`config.mk`:
```
export PLATFORM = sky130hd
export DESIGN_NAME = bus_term_ctrl
export DESIGN_NICKNAME = d
export VERILOG_FILES = /design/src/rtl/bus_term_pkg.sv /design/src/rtl/bt_sync.sv /design/src/rtl/bt_ack_detect.sv /design/src/rtl/bt_wait_count.sv /design/src/rtl/bus_term_ctrl.sv
export SDC_FILE = /design/constraint.sdc
export NUM_CORES = 1
export LEC_CHECK = 0
export BUFFER_PORTS_ARGS = -buffer_cell sky130_fd_sc_hd__buf_4
export CAP_MARGIN = 20
export CORE_AREA = 2 2 39 41
export CTS_BUF_LIST = sky130_fd_sc_hd__clkbuf_2 sky130_fd_sc_hd__clkbuf_4 sky130_fd_sc_hd__clkbuf_8
export CTS_CLUSTER_DIAMETER = 40
export DETAILED_ROUTE_END_ITERATION = 7
export DIE_AREA = 0 0 41 43
export PLACE_DENSITY_LB_ADDON = 0.3
export RECOVER_POWER = 50
export SETUP_SLACK_MARGIN = 0.2
export SYNTH_ARGS = -nofsm -noshare
export SYNTH_HDL_FRONTEND = slang
export SYNTH_SLANG_ARGS = --single-unit
```
`constraint.sdc`:
```
create_clock -name clk -period 1.8 [get_ports clk]
set_input_delay 0.36 -clock clk [delete_from_list [all_inputs] [get_ports clk]]
set_output_delay 0.36 -clock clk [all_outputs]
set_load 0.1 [all_outputs]
```
`src/rtl/bus_term_pkg.sv`:
```
package bus_term_pkg;

  // Reset-default wait count for the boot region.
  parameter int unsigned BT_BOOT_WS = 15;

  // Region attributes latched when a cycle is accepted.
  typedef struct packed {
    logic boot;
    logic sdram;
    logic ack_en;
  } bt_region_t;

endpackage

```
`src/rtl/bt_sync.sv`:
```
module bt_sync #(
  parameter int unsigned W       = 1,
  parameter int unsigned STAGES  = 2,
  parameter logic        RST_VAL = 1'b1
) (
  input  logic         clk,
  input  logic         rst,
  input  logic [W-1:0] d,
  output logic [W-1:0] q
);

  logic [STAGES-1:0][W-1:0] stg;

  always_ff @(posedge clk) begin
    if (rst) stg <= {(STAGES*W){RST_VAL}};
    else     stg <= {stg[STAGES-2:0], d};
  end

  assign q = stg[STAGES-1];

endmodule

```
`src/rtl/bt_ack_detect.sv`:
```
module bt_ack_detect (
  input  logic clk,
  input  logic rst,
  input  logic clr,     // cycle accepted: forget earlier negation
  input  logic ta_s,    // synchronized acknowledge, active low
  output logic fire
);

  logic prev_q;
  logic seen_neg_q;

  always_ff @(posedge clk) begin
    if (rst) begin
      prev_q     <= 1'b1;
      seen_neg_q <= 1'b0;
    end else begin
      prev_q <= ta_s;
      if (clr)       seen_neg_q <= 1'b0;
      else if (ta_s) seen_neg_q <= 1'b1;
    end
  end

  // falling edge of the synchronized line, after a negation in this cycle
  assign fire = seen_neg_q & prev_q & ~ta_s;

  // a freshly opened cycle cannot fire on its next edge
  a_r6_no_fire_after_clear: assert property (@(posedge clk) disable iff (rst)
    clr |=> !fire);

endmodule

```
`src/rtl/bt_wait_count.sv`:
```
module bt_wait_count #(
  parameter int unsigned WS_W = 4
) (
  input  logic            clk,
  input  logic            rst,
  input  logic            load,
  input  logic [WS_W-1:0] load_val,
  input  logic            en,
  output logic            zero
);

  logic [WS_W-1:0] cnt_q;

  always_ff @(posedge clk) begin
    if (rst)                          cnt_q <= '0;
    else if (load)                    cnt_q <= load_val;
    else if (en && (cnt_q != '0))     cnt_q <= cnt_q - 1'b1;
  end

  assign zero = (cnt_q == '0);

  // the loaded count is what the next cycle starts from
  a_r2_load_taken: assert property (@(posedge clk) disable iff (rst)
    load |=> cnt_q == $past(load_val));

endmodule

```
`src/rtl/bus_term_ctrl.sv`:
```
module bus_term_ctrl
  import bus_term_pkg::*;
#(
  parameter int unsigned WS_W     = 4,
  parameter int unsigned BOOT_WS  = BT_BOOT_WS,
  parameter int unsigned SYNC_STG = 2
) (
  input  logic            clk,
  input  logic            rst,
  input  logic            cyc_start,
  input  logic            addr_hit,
  input  logic            cyc_sdram,
  input  logic            cyc_boot,
  input  logic [WS_W-1:0] ws_count,
  input  logic            ack_en,
  input  logic            ta_n,
  input  logic            tea_n,
  output logic            done,
  output logic            err
);

  localparam logic [WS_W-1:0] BOOT_LD = WS_W'(BOOT_WS);

  logic       busy_q;
  logic       ack_ok_q;
  logic       start_acc;
  logic [1:0] pins_s;
  logic       ta_s, tea_s;
  logic       ack_fire;
  logic       cnt_zero;
  bt_region_t region;

  assign start_acc = cyc_start & ~busy_q;
  assign region    = '{boot: cyc_boot, sdram: cyc_sdram, ack_en: ack_en};

  bt_sync #(.W(2), .STAGES(SYNC_STG), .RST_VAL(1'b1)) u_sync (
    .clk (clk),
    .rst (rst),
    .d   ({tea_n, ta_n}),
    .q   (pins_s)
  );
  assign ta_s  = pins_s[0];
  assign tea_s = pins_s[1];

  bt_ack_detect u_ack (
    .clk  (clk),
    .rst  (rst),
    .clr  (start_acc),
    .ta_s (ta_s),
    .fire (ack_fire)
  );

  bt_wait_count #(.WS_W(WS_W)) u_cnt (
    .clk      (clk),
    .rst      (rst),
    .load     (start_acc),
    .load_val (cyc_boot ? BOOT_LD : ws_count),
    .en       (busy_q),
    .zero     (cnt_zero)
  );

  always_ff @(posedge clk) begin
    if (rst) begin
      busy_q   <= 1'b0;
      ack_ok_q <= 1'b0;
      done     <= 1'b0;
      err      <= 1'b0;
    end else begin
      done <= 1'b0;
      err  <= 1'b0;
      if (start_acc) begin
        if (!addr_hit) begin
          err <= 1'b1;
        end else begin
          busy_q   <= 1'b1;
          ack_ok_q <= region.ack_en & ~region.sdram & ~region.boot;
        end
      end else if (busy_q) begin
        if (!tea_s) begin
          err    <= 1'b1;
          busy_q <= 1'b0;
        end else if ((ack_ok_q && ack_fire) || cnt_zero) begin
          done   <= 1'b1;
          busy_q <= 1'b0;
        end
      end
    end
  end

  a_r9_exclusive: assert property (@(posedge clk) disable iff (rst)
    !(done && err));

  a_r2_single_done: assert property (@(posedge clk) disable iff (rst)
    done |=> !done);

  a_r8_single_err: assert property (@(posedge clk) disable iff (rst)
    err |=> !err);

  a_r4_miss_err: assert property (@(posedge clk) disable iff (rst)
    (cyc_start && !busy_q && !addr_hit) |=> (err && !done));

  a_r9_start_opens: assert property (@(posedge clk) disable iff (rst)
    (cyc_start && !busy_q && addr_hit) |=> (busy_q && !done && !err));

endmodule

```
==> results_dict.tcl <==
set metrics [dict create \
    die_w_um 41 \
    p_leak_nw 0.307 \
    routabilityCongestion 0.750 \
    rows 14 \
    syn_inst 67 \
    clk_pin_slew_ns 0.08 \
    dp_hpwl_um 781 \
    seq_area_frac_synth_pct 47.9 \
    hold_viol 0 \
    fin_crit_ns 1.54 \
    dieArea_um2 1760 \
    die_h_um 43 \
    syn_area_um2 586 \
    cts_made_buffers 3 \
    start_kind "flip-flop" \
    clockBufferDepth 2 \
    place_ws_ns 0.256 \
    finalNetCount 98 \
    crit_slowest_cell "or4b_1" \
    vias_per_cell 5.13 \
    slowest_delay_ns 0.47 \
    io_pins 15 \
    crit_family "simple AND/OR/NAND/NOR gates" \
    cts_tree "done" \
    worst_slack_ns 0.256 \
    fin_crit_sh_pct 85.8 \
    drc 0 \
    cts.sinks 14 \
    core_um2 1380 \
    reg2reg_from "busy_q" \
    hold_buffers 0 \
    synth-seq-cells 14 \
    crit_path_start "busy_q" \
    synthTopCellsByArea "dfxtp_1, a21oi_1, or2_2, nor2_1, o21ai_0" \
    yosys_warnings 0 \
    setup_violations 0 \
    root_buffer "clkbuf_4" \
    place.port_buffers 14 \
    powerDensity_nw_per_um2 949 \
    synth_cell_types 23 \
    grt_pass1_vias 404 \
    globalRoute.totalOverflow 0 \
    crit_fanout 9 \
    worst-endpoint-required_ns 2.00 \
    clock_latency_ns 0.27 \
    ir_drop_mv 0.452 \
    slew_viol_final 0 \
    layout-drive-gt1-share_pct 28.9 \
    min_from "tea_n" \
    vias 508 \
    syn_area_per_cell_um2 8.74 \
    syn_to_final_growth_pct 23.3 \
    relSlewSlack_pct 63.2 \
    grt_pass1_wl_um 1680 \
    worstPathArrival_ns 1.75 \
    fin_cells 99 \
    grt_util_all_layers_pct 14.2 \
    fin_setup_tns_ns 0 \
    insertedDiodeCount 0 \
    initial_utilization_pct 42.3 \
    worstPathCellList "nor2b_1, nand2_2, or4b_1, a21oi_1" \
    worstSetupPathType "reg -> reg" \
    cts_max_level 1 \
    hold_path.class "in -> reg" \
    ant_nets 0 \
    maxCapViolations 0 \
    dp.cells 95 \
    rsz0062_at_grt "no" \
    drt-pass1-iter-count 4 \
    final.setup_skew_ns 0.00124 \
    synth_nets 81 \
    wl_per_cell_um 10.8 \
    grt_max_degree 15 \
    wirelength_um 1070 \
    yosys.area.top_type "dfxtp_1" \
    netlist.area_leader.share_pct 47.9 \
    antenna_found_initial 0 \
    fmax_ghz 0.648 \
    cp.buffers_inverters 0 \
    crit_path_end_kind "flip-flop" \
    outcome "finished, final reports clean" \
    tightest_slew_ns 0.552 \
    drt_iter0_markers 11 \
]
==> layout by cell type, fill, tap and decap left out, drive strengths merged <==
cell type,instances
a21oi,8
a41oi,1
and2,1
buf,12
clkbuf,6
dfxtp,14
ha,1
inv,4
mux2i,1
nand2,5
nand2b,2
nand3,2
nor2,7
nor2b,2
nor3,3
nor3b,1
o21ai,4
o311ai,2
or2,5
or3,1
or4b,1
==> synthesized netlist by cell type <==
| cell | n |
|---|---|
| a21oi_1 | 8 |
| a41oi_1 | 1 |
| and2_1 | 1 |
| buf_6 | 1 |
| clkbuf_1 | 1 |
| dfxtp_1 | 14 |
| ha_1 | 1 |
| inv_1 | 4 |
| mux2i_1 | 1 |
| nand2_1 | 4 |
| nand2_2 | 1 |
| nand2b_1 | 2 |
| nand3_1 | 2 |
| nor2_1 | 7 |
| nor2b_1 | 1 |
| nor2b_4 | 1 |
| nor3_1 | 3 |
| nor3b_1 | 1 |
| o21ai_0 | 4 |
| o311ai_0 | 2 |
| or2_2 | 5 |
| or3_1 | 1 |
| or4b_1 | 1 |
==> metal layers <==
layer,wire (um),vias up,global-route usage [%]
met4,0,0,4.00
met2,532,19,20.3
li1,-,260,-
met1,457,229,17.8
met5,0,-,0
met3,77,0,7.85
==> cell families after synthesis <==
group | synth area share, %
adder cells (fa/ha/maj) | 2.14
buffers and inverters | 5.13
flip-flops | 47.9
AO/OA/AOI/OAI | 14.7
AND/OR/NAND/NOR | 28.4
multiplexers | 1.71
==> power by group <==
| group | internal, W | leakage [nW] | switching, W |
|---|---|---|---|
| clock network | 0.000123 | 0.0210 | 0.0000955 |
| registers | 0.000331 | 0.116 | 0.0000154 |
| logic | 0.0000563 | 0.170 | 0.0000645 |
==> cell type report <==
class | instances | area [um2]
Timing Repair Buffer | 14 | 98.8
Clock buffer | 4 | 36.3
Tap cell | 16 | 20.0
Inverter | 4 | 15.0
Fill cell | 137 | 662
Sequential cell | 14 | 280
Multi-Input combinational cell | 47 | 272
==> final timing paths <==
| kind | to | slack [ns] | cells after the start |
|---|---|---|---|
| hold / removal | u_sync.stg[1] | 0.27 | 2 |
| setup reg to reg | ack_ok_q | 0.26 | 4 |
| setup / recovery | ack_ok_q | 0.26 | 4 |
| hold reg to reg | u_sync.q[1] | 0.41 | 1 |
==> stage by stage <==
stage / hold WS, ns / area, um2 / util, % / power (W)
floorplan: 0.389 / 586 / - / 0.000437
finish: 0.265 / 722 / 52.2 / 0.000685
global route: 0.242 / 722 / 52.2 / 0.000734
CTS: 0.255 / 732 / 52.9 / 0.000698
global placement: 0.391 / 696 / 50.3 / 0.000473
detailed placement: 0.397 / 696 / 50.3 / 0.000476
==> sequential cells by signal, summed over array words and instances (netlist names) <==
name              flops
ack_ok_q              1
u_ack.prev_q          1
u_cnt.cnt_q           4
u_sync.stg            2
done                  1
u_ack.seen_neg_q      1
busy_q                1
err                   1
u_sync.q              2
==> timing repair <==
item                       in CTS  in global routing
resized for setup               0                  1
buffers inserted                0                  0
setup endpoints to repair       0                  4
Note: power is estimated with default switching activity, not from simulation.
